File: config.mk
export PLATFORM = sky130hd
export DESIGN_NAME = brkpt_top
export DESIGN_NICKNAME = d
export VERILOG_FILES = /design/src/rtl/brkpt_pkg.sv /design/src/rtl/brkpt_cmp.sv /design/src/rtl/brkpt_ctrl.sv /design/src/rtl/brkpt_dp.sv /design/src/rtl/brkpt_top.sv
export SDC_FILE = /design/constraint.sdc
export NUM_CORES = 1
export LEC_CHECK = 0
export BUFFER_PORTS_ARGS = -buffer_cell sky130_fd_sc_hd__buf_2
export CAP_MARGIN = 40
export CORE_AREA = 2 2 178 180
export DETAILED_ROUTE_END_ITERATION = 6
export DIE_AREA = 0 0 180 182
export GPL_TIMING_DRIVEN = 1
export HOLD_SLACK_MARGIN = 0.08
export PLACE_DENSITY = 0.72
export SETUP_SLACK_MARGIN = 0.2
export SLEW_MARGIN = 20
export SYNTH_ARGS = -nofsm -noshare
export SYNTH_HDL_FRONTEND = slang
export SYNTH_SLANG_ARGS = --single-unit
export TNS_END_PERCENT = 50
File: constraint.sdc
create_clock -name clk -period 4.23 [get_ports clk]
set_input_delay 0.846 -clock clk [delete_from_list [all_inputs] [get_ports clk]]
set_output_delay 0.846 -clock clk [all_outputs]
set_load 0.02 [all_outputs]
File: src/rtl/brkpt_pkg.sv
package brkpt_pkg;

  // control bit positions inside the control register
  localparam int CB_READ  = 0;
  localparam int CB_WRITE = 1;
  localparam int CB_EXEC  = 2;
  localparam int CB_MMODE = 6;

  localparam logic [3:0] TYPE_ADDR_MATCH = 4'd1;
  localparam int         CAUSE_BKPT      = 3;

  typedef enum logic [1:0] {
    CSR_SELECT = 2'd0,
    CSR_CTRL   = 2'd1,
    CSR_ADDR   = 2'd2,
    CSR_NONE   = 2'd3
  } csrSel_e;

  typedef struct packed {
    logic mEn;
    logic xEn;
    logic wEn;
    logic rEn;
  } trigCtrl_t;

  typedef struct packed {
    logic selWr;
    logic ctrlWr;
    logic addrWr;
  } trigStrobe_t;

endpackage

File: src/rtl/brkpt_cmp.sv
module brkpt_cmp
  import brkpt_pkg::*;
#(
  parameter int XLEN = 64
) (
  input  trigCtrl_t        ctrl,
  input  logic [XLEN-1:0]  matchAddr,
  input  logic             machineMode,
  input  logic             fetchValid,
  input  logic [XLEN-1:0]  fetchAddr,
  input  logic             memValid,
  input  logic             memIsStore,
  input  logic [XLEN-1:0]  memAddr,
  output logic             fetchHit,
  output logic             memHit
);

  logic armed;
  logic accessEn;

  assign armed    = machineMode & ctrl.mEn;
  assign accessEn = memIsStore ? ctrl.wEn : ctrl.rEn;

  assign fetchHit = fetchValid & armed & ctrl.xEn & (fetchAddr == matchAddr);
  assign memHit   = memValid & armed & accessEn & (memAddr == matchAddr);

endmodule

File: src/rtl/brkpt_ctrl.sv
module brkpt_ctrl
  import brkpt_pkg::*;
#(
  parameter int XLEN     = 64,
  parameter int NUM_TRIG = 2,
  parameter int IDX_W    = 1
) (
  input  logic              csrWrEn,
  input  logic [1:0]        csrSel,
  input  logic [XLEN-1:0]   csrWrData,
  input  logic [IDX_W-1:0]  selIdx,
  input  trigCtrl_t         selCtrl,
  input  logic [XLEN-1:0]   selAddr,
  output trigStrobe_t       strobe,
  output trigCtrl_t         wrCtrl,
  output logic [XLEN-1:0]   wrData,
  output logic [XLEN-1:0]   csrRdData
);

  csrSel_e selCode;
  logic    hiClear;
  logic    idxInRange;
  logic    selLegal;

  assign selCode    = csrSel_e'(csrSel);
  assign hiClear    = (csrWrData[XLEN-2:IDX_W] == '0);
  assign idxInRange = ({1'b0, csrWrData[IDX_W-1:0]} < (IDX_W+1)'(NUM_TRIG));
  assign selLegal   = csrWrData[XLEN-1] & hiClear & idxInRange;

  always_comb begin
    strobe.selWr  = csrWrEn && (selCode == CSR_SELECT) && selLegal;
    strobe.ctrlWr = csrWrEn && (selCode == CSR_CTRL);
    strobe.addrWr = csrWrEn && (selCode == CSR_ADDR);
  end

  // legality filter: execute excludes load/store enables
  always_comb begin
    wrCtrl.mEn = csrWrData[CB_MMODE];
    wrCtrl.xEn = csrWrData[CB_EXEC];
    wrCtrl.wEn = csrWrData[CB_WRITE] & ~csrWrData[CB_EXEC];
    wrCtrl.rEn = csrWrData[CB_READ]  & ~csrWrData[CB_EXEC];
  end

  assign wrData = csrWrData;

  always_comb begin
    csrRdData = '0;
    unique case (selCode)
      CSR_SELECT: begin
        csrRdData[XLEN-1]    = 1'b1;
        csrRdData[IDX_W-1:0] = selIdx;
      end
      CSR_CTRL: begin
        csrRdData[XLEN-1 -: 4] = TYPE_ADDR_MATCH;
        csrRdData[CB_MMODE]    = selCtrl.mEn;
        csrRdData[CB_EXEC]     = selCtrl.xEn;
        csrRdData[CB_WRITE]    = selCtrl.wEn;
        csrRdData[CB_READ]     = selCtrl.rEn;
      end
      CSR_ADDR: csrRdData = selAddr;
      default:  csrRdData = '0;
    endcase
  end

endmodule

File: src/rtl/brkpt_dp.sv
module brkpt_dp
  import brkpt_pkg::*;
#(
  parameter int XLEN     = 64,
  parameter int NUM_TRIG = 2,
  parameter int IDX_W    = 1
) (
  input  logic              clk,
  input  logic              rstN,
  input  trigStrobe_t       strobe,
  input  trigCtrl_t         wrCtrl,
  input  logic [XLEN-1:0]   wrData,
  input  logic              machineMode,
  input  logic              fetchValid,
  input  logic [XLEN-1:0]   fetchAddr,
  input  logic              memValid,
  input  logic              memIsStore,
  input  logic [XLEN-1:0]   memAddr,
  input  logic [XLEN-1:0]   memPc,
  output logic [IDX_W-1:0]  selIdx,
  output trigCtrl_t         selCtrl,
  output logic [XLEN-1:0]   selAddr,
  output logic              bkptReq,
  output logic [XLEN-1:0]   bkptCause,
  output logic [XLEN-1:0]   bkptEpc,
  output logic              storeCommit,
  output logic              memKill
);

  trigCtrl_t            ctrlArr [NUM_TRIG];
  logic [XLEN-1:0]      addrArr [NUM_TRIG];
  logic [NUM_TRIG-1:0]  fetchHitVec;
  logic [NUM_TRIG-1:0]  memHitVec;
  logic                 anyFetch;
  logic                 anyMem;

  always_ff @(posedge clk or negedge rstN) begin
    if (!rstN)             selIdx <= '0;
    else if (strobe.selWr) selIdx <= wrData[IDX_W-1:0];
  end

  for (genvar t = 0; t < NUM_TRIG; t++) begin : g_trig
    trigCtrl_t       ctrlQ;
    logic [XLEN-1:0] addrQ;
    logic            isSel;

    assign isSel = (selIdx == IDX_W'(t));

    always_ff @(posedge clk or negedge rstN) begin
      if (!rstN) begin
        ctrlQ <= '0;
        addrQ <= '0;
      end else begin
        if (strobe.ctrlWr && isSel) ctrlQ <= wrCtrl;
        if (strobe.addrWr && isSel) addrQ <= wrData;
      end
    end

    assign ctrlArr[t] = ctrlQ;
    assign addrArr[t] = addrQ;

    brkpt_cmp #(.XLEN(XLEN)) u_cmp (
      .ctrl        (ctrlQ),
      .matchAddr   (addrQ),
      .machineMode (machineMode),
      .fetchValid  (fetchValid),
      .fetchAddr   (fetchAddr),
      .memValid    (memValid),
      .memIsStore  (memIsStore),
      .memAddr     (memAddr),
      .fetchHit    (fetchHitVec[t]),
      .memHit      (memHitVec[t])
    );
  end

  assign selCtrl = ctrlArr[selIdx];
  assign selAddr = addrArr[selIdx];

  assign anyFetch = |fetchHitVec;
  assign anyMem   = |memHitVec;
  assign bkptReq  = anyFetch | anyMem;

  // fetch hit takes priority over a load/store hit
  always_comb begin
    bkptCause = '0;
    bkptEpc   = '0;
    if (bkptReq) begin
      bkptCause = XLEN'(CAUSE_BKPT);
      bkptEpc   = anyFetch ? fetchAddr : memPc;
    end
  end

  assign memKill     = memValid & bkptReq;
  assign storeCommit = memValid & memIsStore & ~bkptReq;

endmodule

File: src/rtl/brkpt_top.sv
module brkpt_top
  import brkpt_pkg::*;
#(
  parameter int XLEN     = 64,
  parameter int NUM_TRIG = 2
) (
  input  logic             clk,
  input  logic             rstN,
  input  logic             csrWrEn,
  input  logic [1:0]       csrSel,
  input  logic [XLEN-1:0]  csrWrData,
  output logic [XLEN-1:0]  csrRdData,
  input  logic             machineMode,
  input  logic             fetchValid,
  input  logic [XLEN-1:0]  fetchAddr,
  input  logic             memValid,
  input  logic             memIsStore,
  input  logic [XLEN-1:0]  memAddr,
  input  logic [XLEN-1:0]  memPc,
  output logic             bkptReq,
  output logic [XLEN-1:0]  bkptCause,
  output logic [XLEN-1:0]  bkptEpc,
  output logic             storeCommit,
  output logic             memKill
);

  localparam int IDX_W = (NUM_TRIG > 1) ? $clog2(NUM_TRIG) : 1;

  trigStrobe_t      strobe;
  trigCtrl_t        wrCtrl;
  trigCtrl_t        selCtrl;
  logic [XLEN-1:0]  wrData;
  logic [XLEN-1:0]  selAddr;
  logic [IDX_W-1:0] selIdx;

  brkpt_ctrl #(.XLEN(XLEN), .NUM_TRIG(NUM_TRIG), .IDX_W(IDX_W)) u_ctrl (
    .csrWrEn   (csrWrEn),
    .csrSel    (csrSel),
    .csrWrData (csrWrData),
    .selIdx    (selIdx),
    .selCtrl   (selCtrl),
    .selAddr   (selAddr),
    .strobe    (strobe),
    .wrCtrl    (wrCtrl),
    .wrData    (wrData),
    .csrRdData (csrRdData)
  );

  brkpt_dp #(.XLEN(XLEN), .NUM_TRIG(NUM_TRIG), .IDX_W(IDX_W)) u_dp (
    .clk         (clk),
    .rstN        (rstN),
    .strobe      (strobe),
    .wrCtrl      (wrCtrl),
    .wrData      (wrData),
    .machineMode (machineMode),
    .fetchValid  (fetchValid),
    .fetchAddr   (fetchAddr),
    .memValid    (memValid),
    .memIsStore  (memIsStore),
    .memAddr     (memAddr),
    .memPc       (memPc),
    .selIdx      (selIdx),
    .selCtrl     (selCtrl),
    .selAddr     (selAddr),
    .bkptReq     (bkptReq),
    .bkptCause   (bkptCause),
    .bkptEpc     (bkptEpc),
    .storeCommit (storeCommit),
    .memKill     (memKill)
  );

endmodule

==> flow_summary.yaml, run 1 <==
status:
  status: "completed"
finish:
  regArea_um2: 3430
  layout_common_cells: "366 x buf_2, 149 x xor2_1, 141 x mux2_2, 135 x dfrtp_1, 96 x xnor2_1"
  area_delta_synth_final_pct: 32.3
  final_common_cell: "buf_2"
  nets: 1808
  drive_above_1_share_pct: 41.5
  fillers: 3075
  multi_input_area_um2: 6760
  design_area_um2: 14300
  utilization_pct: 46.3
cts:
  clk_pin_slew_ns: 0.07
  numCtsBuffers: 17
  cts-hold-fix-buffers: 0
  cts_root_buffer: "clkbuf_16"
  cts_buffer_depth: 2
  tritoncts: "built"
  htree_num_levels: 4
  clkSinkCount: 137
  insertion_delay_ns: 0.43
logic_synthesis:
  syn_area_um2: 10800
  synth_warnings: 0
  syn_inst: 1124
  synth_edf_count: 0
  synth_ff_type: "dfrtp_1"
  synthArstFlopShare_pct: 100
  synth_cell_type_count: 35
  ys_seq_area_share_pct: 31.6
  synth-seq-cells: 137
  syn_avg_cell_area_um2: 9.64
global_routing:
  grt_pass1_wl_um: 76700
  grt_overflow: 0
  grt_pass1_vias: 10700
  grt_max_degree: 57
  track_usage_pct: 33.1
  grt_antenna_before_repair: 7
critical_path:
  worstPathRequired_ns: 3.38
  cp.arrival_ns: 3.17
  cp_slowest_stage_delay_ns: 0.36
  crit_fanout: 8
  cp_cell_sequence: "buf_2 > xnor2_1 > nand4_1 > nor4_2 > nand4_1 > o32ai_4 > buf_6 > buf_12 > buf_12 > nand3_1 > o21ai_1 > buf_2"
  critical_path.endpoint_type: "output port"
  critPathKind: "input pin to output port"
  cp-start-kind: "input pin"
  cp_slowest_cell: "o32ai_4"
floorplanning:
  dieArea_um2: 32800
  start_util_pct: 35.0
  io_pins: 460
  die_y_um: 182
  core_um2: 31000
  rows: 65
  fp.dieW_um: 180
placed_design:
  dpl_cell_area_um2: 13200
  gp_congestion: 1.01
  dp_slack_ns: -0.316
  io_buffers: 397
  place.detailed.hpwl_um: 46800
timing:
  setup_viol: 0
  finalClockSkew_ns: 0.00900
  tightest_slew_ns: 0.601
  period_needed_ns: 4.02
  clock.fmax_mhz: 249
  fin_crit_sh_pct: 95.0
  slew_headroom_pct: 59.9
  hold_violations: 0
  slew_viol_final: 0
  rsz0062_at_grt: "true"
  setup_slack_ns: 0.210
detailed_routing:
  drc: 0
  wl_um: 56500
  routed_via_density: 5.43
  wl_per_cell_um: 28.9
  drt_iter0_drc: 764
  ant_nets: 0
  vias: 10634
  drtPass1Iterations: 6
run:
  cap_violations: 0
power_and_ir_drop:
  pwr_density_cell_nw_per_um2: 309
  ir_drop_mv: 0.302
  leakagePower_nw: 7.00
  total_power_mw: 4.43
hold_path:
  hold_path.class: "input pin to asynchronous set/reset pin"
[power by group]
group          leakage (nW)  internal [mW]  switching, mW  total (mW)
Combinational          4.94          0.507          0.699        1.21
Clock                 0.286          0.903          0.622        1.53
Sequential             1.77           1.43          0.269        1.70
Total                  7.00           2.84           1.59        4.43
[cell usage after synthesis (4+ instances only)]
| library cell | number | area, µm² |
|---|---|---|
| clkbuf_1 | 23 | 86.3 |
| nand2_1 | 8 | 30.0 |
| nor2_1 | 4 | 15.0 |
| nor4_1 | 57 | 357 |
| mux2i_1 | 59 | 591 |
| buf_4 | 65 | 488 |
| mux2_2 | 141 | 1590 |
| xor2_1 | 150 | 1310 |
| inv_1 | 77 | 289 |
| dfrtp_1 | 137 | 3430 |
| o2bb2ai_1 | 4 | 35.0 |
| nand4_1 | 40 | 250 |
| ha_1 | 4 | 50.1 |
| nor2b_1 | 60 | 375 |
| buf_2 | 20 | 100 |
| buf_6 | 5 | 56.3 |
| nand3_1 | 70 | 350 |
| a22oi_1 | 4 | 30.0 |
| nor3_1 | 7 | 35.0 |
| xnor2_1 | 97 | 850 |
| o21ai_1 | 13 | 65.1 |
| o21ai_0 | 56 | 280 |
[stage by stage]
step,setup TNS (ns),hold slack [ns],std cells
2_1_floorplan,0,0.466,1185
3_3_place_gp,-10.95,0.486,1906
3_5_place_dp,-8.26,0.516,1907
4_1_cts,0,0.512,1946
5_1_grt,0,0.195,1957
6_report,0,0.206,1957
[final timing paths]
kind                                 start                  endpoint  slack (ns)  cells after the start
setup / recovery               memAddr[45]               bkptEpc[47]        0.21                     12
hold / removal                        rstN  u_dp.g_trig[1].addrQ[50]        0.21                      1
setup reg to reg               u_dp.selIdx  u_dp.g_trig[0].addrQ[46]        2.24                      3
hold reg to reg            u_dp.ctrlArr[5]           u_dp.ctrlArr[5]        0.53                      2
max in group asynchronous             rstN  u_dp.g_trig[0].addrQ[55]        3.12                      3
min in group clk           u_dp.ctrlArr[5]           u_dp.ctrlArr[5]        0.53                      2
[critical path, delay by kind of cell]
| family | cells | cell delay (ns) |
|---|---|---|
| AND/OR/NAND/NOR | 4 | 0.83 |
| AO/OA/AOI/OAI | 2 | 0.44 |
| XOR/XNOR | 1 | 0.31 |
| buffers and inverters | 5 | 0.73 |
[routing by layer]
metal | part of all wire (%) | GRT usage, %
met5 | 0.023 | 0
met1 | 40 | 41.7
met2 | 49 | 56.9
met4 | 4.9 | 15.0
met3 | 6.2 | 3.95
[cell families (layout without fill, tap and decap cells)]
family,Yosys count,after routing,synth area share [%]
xor gates and xnor gates,247,247,20.0
buffers and inverters,190,556,9.41
AOI/OAI and AO/OA,90,90,4.72
muxes,200,200,20.1
adders and majority gates,4,4,0.462
other,1,66,0.0346
and+or+nand+nor,255,255,13.7
DFF,137,137,31.6
[timing repair]
action / CTS / global route
gates resized for setup: 62 / 40
pin swaps: 11 / 6
endpoints found under the setup margin: 69 / 69
setup buffers: 4 / 2
gates cloned: 4 / 4
[state kept, by name (all words and copies together), names as in the netlist]
register / count
u_dp.g_trig.addrQ: 128
u_dp.ctrlArr: 8
u_dp.selIdx: 1
[area by class of cell]
class,count,area share [%]
Antenna cell,4,0.0698
Clock buffer,19,3.16
Clock inverter,12,0.986
Inverter,77,2.02
Multi-Input combinational cell,858,47.2
Sequential cell,137,24.0
Tap cell,402,3.51
Timing Repair Buffer,448,19.1
No activity file was read; power rests on OpenSTA's default activity.
==> run 2: changes to the inputs <==
--- a/config.mk
+++ b/config.mk
@@ -13,7 +13,7 @@
 export GPL_TIMING_DRIVEN = 1
 export HOLD_SLACK_MARGIN = 0.08
 export PLACE_DENSITY = 0.72
-export SETUP_SLACK_MARGIN = 0.2
+export SETUP_SLACK_MARGIN = 0.4
 export SLEW_MARGIN = 20
 export SYNTH_ARGS = -nofsm -noshare
 export SYNTH_HDL_FRONTEND = slang
==> run 2 against run 1 <==
  * Clock skew up 0.0016 ns
  * Total power up 0.42%
  * Hold slack better by 0.0022 ns
  * Final cell count up 0.87%
  * Count of clock-buffer cells in the layout unchanged
  * Combinational power about the same
  * Die area unchanged
  * Critical path depth unchanged
  * Worst setup slack worse by 0.0037 ns
  * Register-to-register slack about the same
  * Critical path type unchanged
  * Largest power group unchanged
  * Highest routed layer unchanged
==> flow_summary.yaml, run 2 (synthesized netlist as in run 1, its figures left out) <==
floorplanning:
  rows: 65
  start_util_pct: 35.0
  io_pins: 460
  fp.dieW_um: 180
  die_y_um: 182
  core_um2: 31000
  dieArea_um2: 32800
detailed_routing:
  wl_um: 57900
  wl_per_cell_um: 29.3
  drtPass1Iterations: 5
  vias: 10780
  ant_nets: 0
  routed_via_density: 5.46
  drt_iter0_drc: 755
  drc: 0
global_routing:
  grt_overflow: 0
  grt_pass1_vias: 10793
  grt_pass1_wl_um: 77500
  track_usage_pct: 33.5
  grt_max_degree: 57
  grt_antenna_before_repair: 8
hold_path:
  hold_path.class: "input pin to asynchronous set/reset pin"
power_and_ir_drop:
  pwr_density_cell_nw_per_um2: 295
  pwr-share-seq_pct: 38.2
  pwr-share-clk_pct: 34.2
  swShare_pct: 35.9
  total_power_mw: 4.45
  p_int_mw: 2.85
  ir_drop_mv: 0.303
  leakagePower_nw: 7.21
  combPwrFrac_pct: 27.6
  p_sw_mw: 1.60
finish:
  nets: 1825
  final_common_cell: "buf_2"
  layout_common_cells: "345 x buf_2, 147 x xor2_1, 141 x mux2_2, 134 x dfrtp_1, 95 x xnor2_1"
  design_area_um2: 15100
  drive_above_1_share_pct: 45.0
  regMostFlops: "u_dp.g_trig.addrQ"
  area_delta_synth_final_pct: 39.4
  largest_reg_flops: 128
critical_path:
  cp.arrival_ns: 3.18
  critical_path.endpoint_type: "output port"
  worstPathRequired_ns: 3.38
  crit_fanout: 9
  critPathKind: "input pin to output port"
  cp-start-kind: "input pin"
timing:
  clock.fmax_mhz: 249
  hold_violations: 0
  setup_viol: 0
  slew_headroom_pct: 60.2
  rsz0062_at_grt: "true"
  tightest_slew_ns: 0.597
  fin_crit_sh_pct: 95.1
  finalClockSkew_ns: 0.0106
  period_needed_ns: 4.02
  slew_viol_final: 0
placed_design:
  dpl_cell_area_um2: 13200
  io_buffers: 397
  gp_congestion: 1.01
  place.detailed.hpwl_um: 46800
cts:
  numCtsBuffers: 17
  cts_buffer_depth: 2
  tritoncts: "built"
  insertion_delay_ns: 0.43
  clk_pin_slew_ns: 0.07
  clkSinkCount: 137
  htree_num_levels: 4
  cts_root_buffer: "clkbuf_16"
run:
  cap_violations: 0
status:
  status: "completed"
==> run 2: worst paths after layout <==
path / startpoint / end / slack (ns) / cells after the start
max: fetchAddr[63] / bkptEpc[15] / 0.21 / 12
min in group clk: u_dp.ctrlArr[5] / u_dp.ctrlArr[5] / 0.53 / 2
max in group asynchronous: rstN / u_dp.g_trig[0].addrQ[63] / 3.10 / 3
min reg2reg: u_dp.ctrlArr[5] / u_dp.ctrlArr[5] / 0.53 / 2
min: rstN / u_dp.g_trig[1].addrQ[50] / 0.21 / 1
max reg2reg: u_dp.selIdx / u_dp.g_trig[0].addrQ[37] / 2.24 / 3
==> run 2: through the flow <==
step | setup WS, ns | setup TNS, ns | std cells | hold slack (ns) | util [%]
5_1_grt | 0.181 | 0 | 1974 | 0.195 | 48.8
6_report | 0.206 | 0 | 1974 | 0.208 | 48.8
2_1_floorplan | 0.848 | 0 | 1185 | 0.466 | -
3_3_place_gp | -0.352 | -10.95 | 1906 | 0.486 | 42.5
4_1_cts | 0.170 | 0 | 1951 | 0.512 | 46.3
3_5_place_dp | -0.316 | -8.26 | 1907 | 0.516 | 42.6
==> run 2: worst max-delay path: stages <==
cell       delay, ns
buf_12          0.12
xor2_2          0.14
nor4_2          0.31
buf_4           0.18
nand4_1         0.23
nor4_4          0.36
a22oi_2         0.25
buf_6           0.22
clkbuf_16       0.18
nand3_1         0.08
o21ai_0         0.08
buf_2           0.17
==> run 2: timing repair <==
action                                  CTS  global route
setup buffers                             6             9
pin swaps                                11            20
endpoints found under the setup margin   69            69
resized for setup                       101           140
gates cloned                              7             9
hold buffers                              0             0
==> run 2: per-layer routing <==
metal | GRT usage [%] | up-vias | part of all wire [%]
li1 | - | 4642 | -
met1 | 41.7 | 5396 | 39
met2 | 57.2 | 601 | 49
met3 | 3.99 | 139 | 5.8
met4 | 17.2 | 2 | 5.9
met5 | 0 | - | 0.017
==> run 2: layout make-up <==
cell class	count	area, µm²
Fill cell	2955	15900
Multi-Input combinational cell	858	7110
Sequential cell	137	3430
Timing Repair Buffer	465	3170
Tap cell	402	503
Clock buffer	19	453
Inverter	77	289
Clock inverter	12	141
Antenna cell	4	10.0
==> run 2: power groups by stage <==
stage | sequential (mW) | clock [mW] | combinational [mW]
2_1_floorplan | 1.58 | 0 | 0.670
3_3_place_gp | 1.70 | 0 | 1.17
3_5_place_dp | 1.70 | 0 | 1.17
4_1_cts | 1.68 | 1.54 | 1.20
5_1_grt | 1.70 | 1.59 | 1.29
6_report | 1.70 | 1.52 | 1.23
==> run 3: changes to the inputs <==
--- a/config.mk
+++ b/config.mk
@@ -7,15 +7,17 @@
 export LEC_CHECK = 0
 export BUFFER_PORTS_ARGS = -buffer_cell sky130_fd_sc_hd__buf_2
 export CAP_MARGIN = 40
-export CORE_AREA = 2 2 178 180
+export CORE_AREA = 2 2 180 182
 export DETAILED_ROUTE_END_ITERATION = 6
-export DIE_AREA = 0 0 180 182
+export DIE_AREA = 0 0 182 184
+export GPL_ROUTABILITY_DRIVEN = 0
 export GPL_TIMING_DRIVEN = 1
 export HOLD_SLACK_MARGIN = 0.08
-export PLACE_DENSITY = 0.72
+export PLACE_DENSITY = 0.74
 export SETUP_SLACK_MARGIN = 0.4
 export SLEW_MARGIN = 20
 export SYNTH_ARGS = -nofsm -noshare
 export SYNTH_HDL_FRONTEND = slang
+export SYNTH_HIERARCHICAL = 1
 export SYNTH_SLANG_ARGS = --single-unit
 export TNS_END_PERCENT = 50
==> constraint.sdc (replaced) <==
create_clock -name clk -period 4.23 [get_ports clk]
set_input_delay 0.2115 -clock clk [delete_from_list [all_inputs] [get_ports clk]]
set_output_delay 0.2115 -clock clk [all_outputs]
set_load 0.02 [all_outputs]
==> run 3 against run 2 <==
  * Final cell count rose by 1.6%
  * Sequential cell count stayed put
  * Fmax increased by 5.0%
  * First-iteration DRC count increased by 39%
  * Hold slack lost 0.12 ns
  * Synthesized area increased by 8.9%
  * Global-route usage shrank 2.6 points
  * Count of clock-buffer cells in the layout fell by 1
  * Via count increased by 5.4%
  * Sequential power down 4%
==> flow_summary.yaml, run 3 <==
critical_path:
  crit_start: "u_dp/g_trig[1].addrQ[21]"
  reg2reg_slack_ns: 2.23
  critical_path.endpoint_type: "output port"
  r2r-end: "u_dp/selIdx"
  r2r_cells: 3
  worstPathRequired_ns: 4.02
  crit_fanout: 65
  r2r_start: "u_dp/selIdx"
  crit_end: "memKill"
  cp_slowest_cell: "or4_1"
  cp.arrival_ns: 3.62
  cp_slowest_stage_delay_ns: 0.60
  cp-start-kind: "flip-flop"
  critPathKind: "flip-flop to output port"
  cp_cell_sequence: "inv_1 > a22oi_1 > or4b_1 > or4_1 > nor4_4 > buf_6 > nor2_1 > a21boi_0 > buf_2"
detailed_routing:
  ant_nets: 0
  drc: 0
  drt_iter0_drc: 1048
  wl_per_cell_um: 26.4
  vias: 11358
  drtPass1Iterations: 7
  wl_um: 53000
  routed_via_density: 5.66
power_and_ir_drop:
  leakagePower_nw: 6.65
  ir_drop_mv: 0.283
  pwr_density_cell_nw_per_um2: 307
finish:
  area_delta_synth_final_pct: 23.0
  final_common_cell: "buf_2"
  drive_above_1_share_pct: 41.8
  regMostFlops: "u_dp/g_trig.addrQ"
  regArea_um2: 3430
  multi_input_area_um2: 7150
  nets: 1852
  largest_reg_flops: 128
  design_area_um2: 14500
  layout_common_cells: "396 x buf_2, 205 x mux2_2, 182 x o21ai_0, 160 x xnor2_1, 136 x dfrtp_1"
  fillers: 3036
cts:
  cts_root_buffer: "clkbuf_16"
  tritoncts: "built"
  insertion_delay_ns: 0.44
  clk_pin_slew_ns: 0.06
  cts_buffer_depth: 2
  htree_num_levels: 4
  clkSinkCount: 137
  numCtsBuffers: 17
global_routing:
  grt_pass1_vias: 11338
  grt_pass1_wl_um: 75100
  grt_max_degree: 66
  grt_antenna_before_repair: 18
  track_usage_pct: 30.9
  grt_overflow: 0
floorplanning:
  die_y_um: 184
  dieArea_um2: 33500
  start_util_pct: 37.6
  rows: 65
  fp.dieW_um: 182
  core_um2: 31400
  io_pins: 460
logic_synthesis:
  synth_cell_type_count: 48
  syn_area_um2: 11800
  synth_warnings: 6
  synthTopCellsByArea: "dfrtp_1 29%, mux2_2 20%, xnor2_1 12%"
  yosysMostFrequentCell: "mux2_2"
  synth_ff_type: "dfrtp_1"
  synth_area_leader_cell: "dfrtp_1"
  synth-seq-cells: 137
  synth_top_cell_area_share_pct: 29.0
  syn_avg_cell_area_um2: 9.55
  ys_seq_area_share_pct: 29.0
  synth_edf_count: 0
  netlist_top_cells_count: "205 x mux2_2, 182 x o21ai_0, 160 x xnor2_1"
  synthArstFlopShare_pct: 100
  syn_inst: 1236
timing:
  setup_viol: 0
  slew_viol_final: 0
  slew_headroom_pct: 55.1
  period_needed_ns: 3.83
  finalClockSkew_ns: 0.0107
  hold_violations: 0
  clock.fmax_mhz: 261
  rsz0062_at_grt: "true"
  fin_crit_sh_pct: 90.6
  tightest_slew_ns: 0.669
  tns_ns: 0
placed_design:
  place.detailed.hpwl_um: 42800
  io_buffers: 397
  dpl_cell_area_um2: 13400
hold_path:
  hold_path.class: "input pin to flip-flop"
status:
  status: "completed"
run:
  cap_violations: 0
==> run 3: changes by cell type after synthesis, sizes merged, moves of 52 or more <==
cell | previous run | this run
nand3 | 70 | 3
xnor2 | 97 | 160
nor2b | 60 | 8
and2 | 0 | 60
xor2 | 150 | 56
mux2i | 59 | 2
o21ai | 69 | 192
mux2 | 141 | 205
buf | 90 | 154
==> run 3: how the worst min path moves through the flow <==
stage	from	to	slack, ns	cells past startpoint
3_5_place_dp	rstN	u_dp/g_trig[1].addrQ[45]	0.36	1
6_report	csrWrData[5]	u_dp/g_trig[0].addrQ[5]	0.09	2
4_1_cts	csrWrData[5]	u_dp/g_trig[0].addrQ[5]	0.08	2
3_3_place_gp	rstN	u_dp/g_trig[0].addrQ[12]	0.36	1
2_1_floorplan	rstN	u_dp/ctrlArr[0]	-0.08	0
5_1_grt	csrWrData[39]	u_dp/g_trig[1].addrQ[39]	0.09	2
==> run 3: where the power goes <==
| part | total, mW | switching (mW) | internal (mW) |
|---|---|---|---|
| clock network | 1.56 | 0.618 | 0.945 |
| registers | 1.63 | 0.197 | 1.43 |
| logic | 1.26 | 0.683 | 0.581 |
==> run 3: area by class of cell <==
type,count,area share (%)
inverter,42,1.09
sequential,137,23.6
timing repair buffer,460,18.2
antenna,7,0.121
multi-input combinational,925,49.3
clock inverter,14,1.19
clock buffer,18,3.02
tap,402,3.46
==> run 3: metrics by stage <==
| step | utilization, % | power, mW | setup slack (ns) | hold WS [ns] | cells |
|---|---|---|---|---|---|
| 2_1_floorplan | - | 2.37 | 1.43 | -0.0841 | 1297 |
| 3_3_place_gp | 42.5 | 2.81 | 0.926 | 0.355 | 1918 |
| 3_5_place_dp | 42.7 | 2.84 | 0.850 | 0.363 | 1920 |
| 4_1_cts | 46.1 | 4.44 | 0.433 | 0.0836 | 1997 |
| 5_1_grt | 46.2 | 4.60 | 0.335 | 0.0876 | 2002 |
| 6_report | 46.3 | 4.46 | 0.399 | 0.0930 | 2005 |
==> run 3: kinds of logic (layout without fill, tap and decap cells) <==
kind of cell | Yosys count | in the layout | share of synthesized area, %
buffers and inverters | 235 | 534 | 12.6
other | 1 | 69 | 0.0318
DFF | 137 | 137 | 29.0
adders and majority gates | 4 | 4 | 0.424
muxes | 207 | 207 | 19.7
xor gates and xnor gates | 216 | 216 | 16.0
AOI/OAI and AO/OA | 239 | 239 | 11.1
and+or+nand+nor | 197 | 197 | 11.0
==> run 3: worst max-delay path: cells and delay by family (launching register included) <==
family / cells / cell delay, ns
buffers and inverters: 3 / 0.75
AND/OR/NAND/NOR: 4 / 1.40
AO/OA/AOI/OAI: 2 / 0.59
flip-flops: 1 / 0.43
==> run 3: timing repair <==
action	in CTS	in global routing
gates resized for setup	1	2
setup buffers	0	0
endpoints found under the setup margin	1	41
hold buffers	45	0
endpoints found under the hold margin	142	0
==> run 3: per-layer routing <==
layer | routed length [µm] | global-route usage, %
met5 | 151 | 0
met4 | 3440 | 18.4
met3 | 5420 | 8.36
met2 | 23600 | 48.9
met1 | 20400 | 37.8
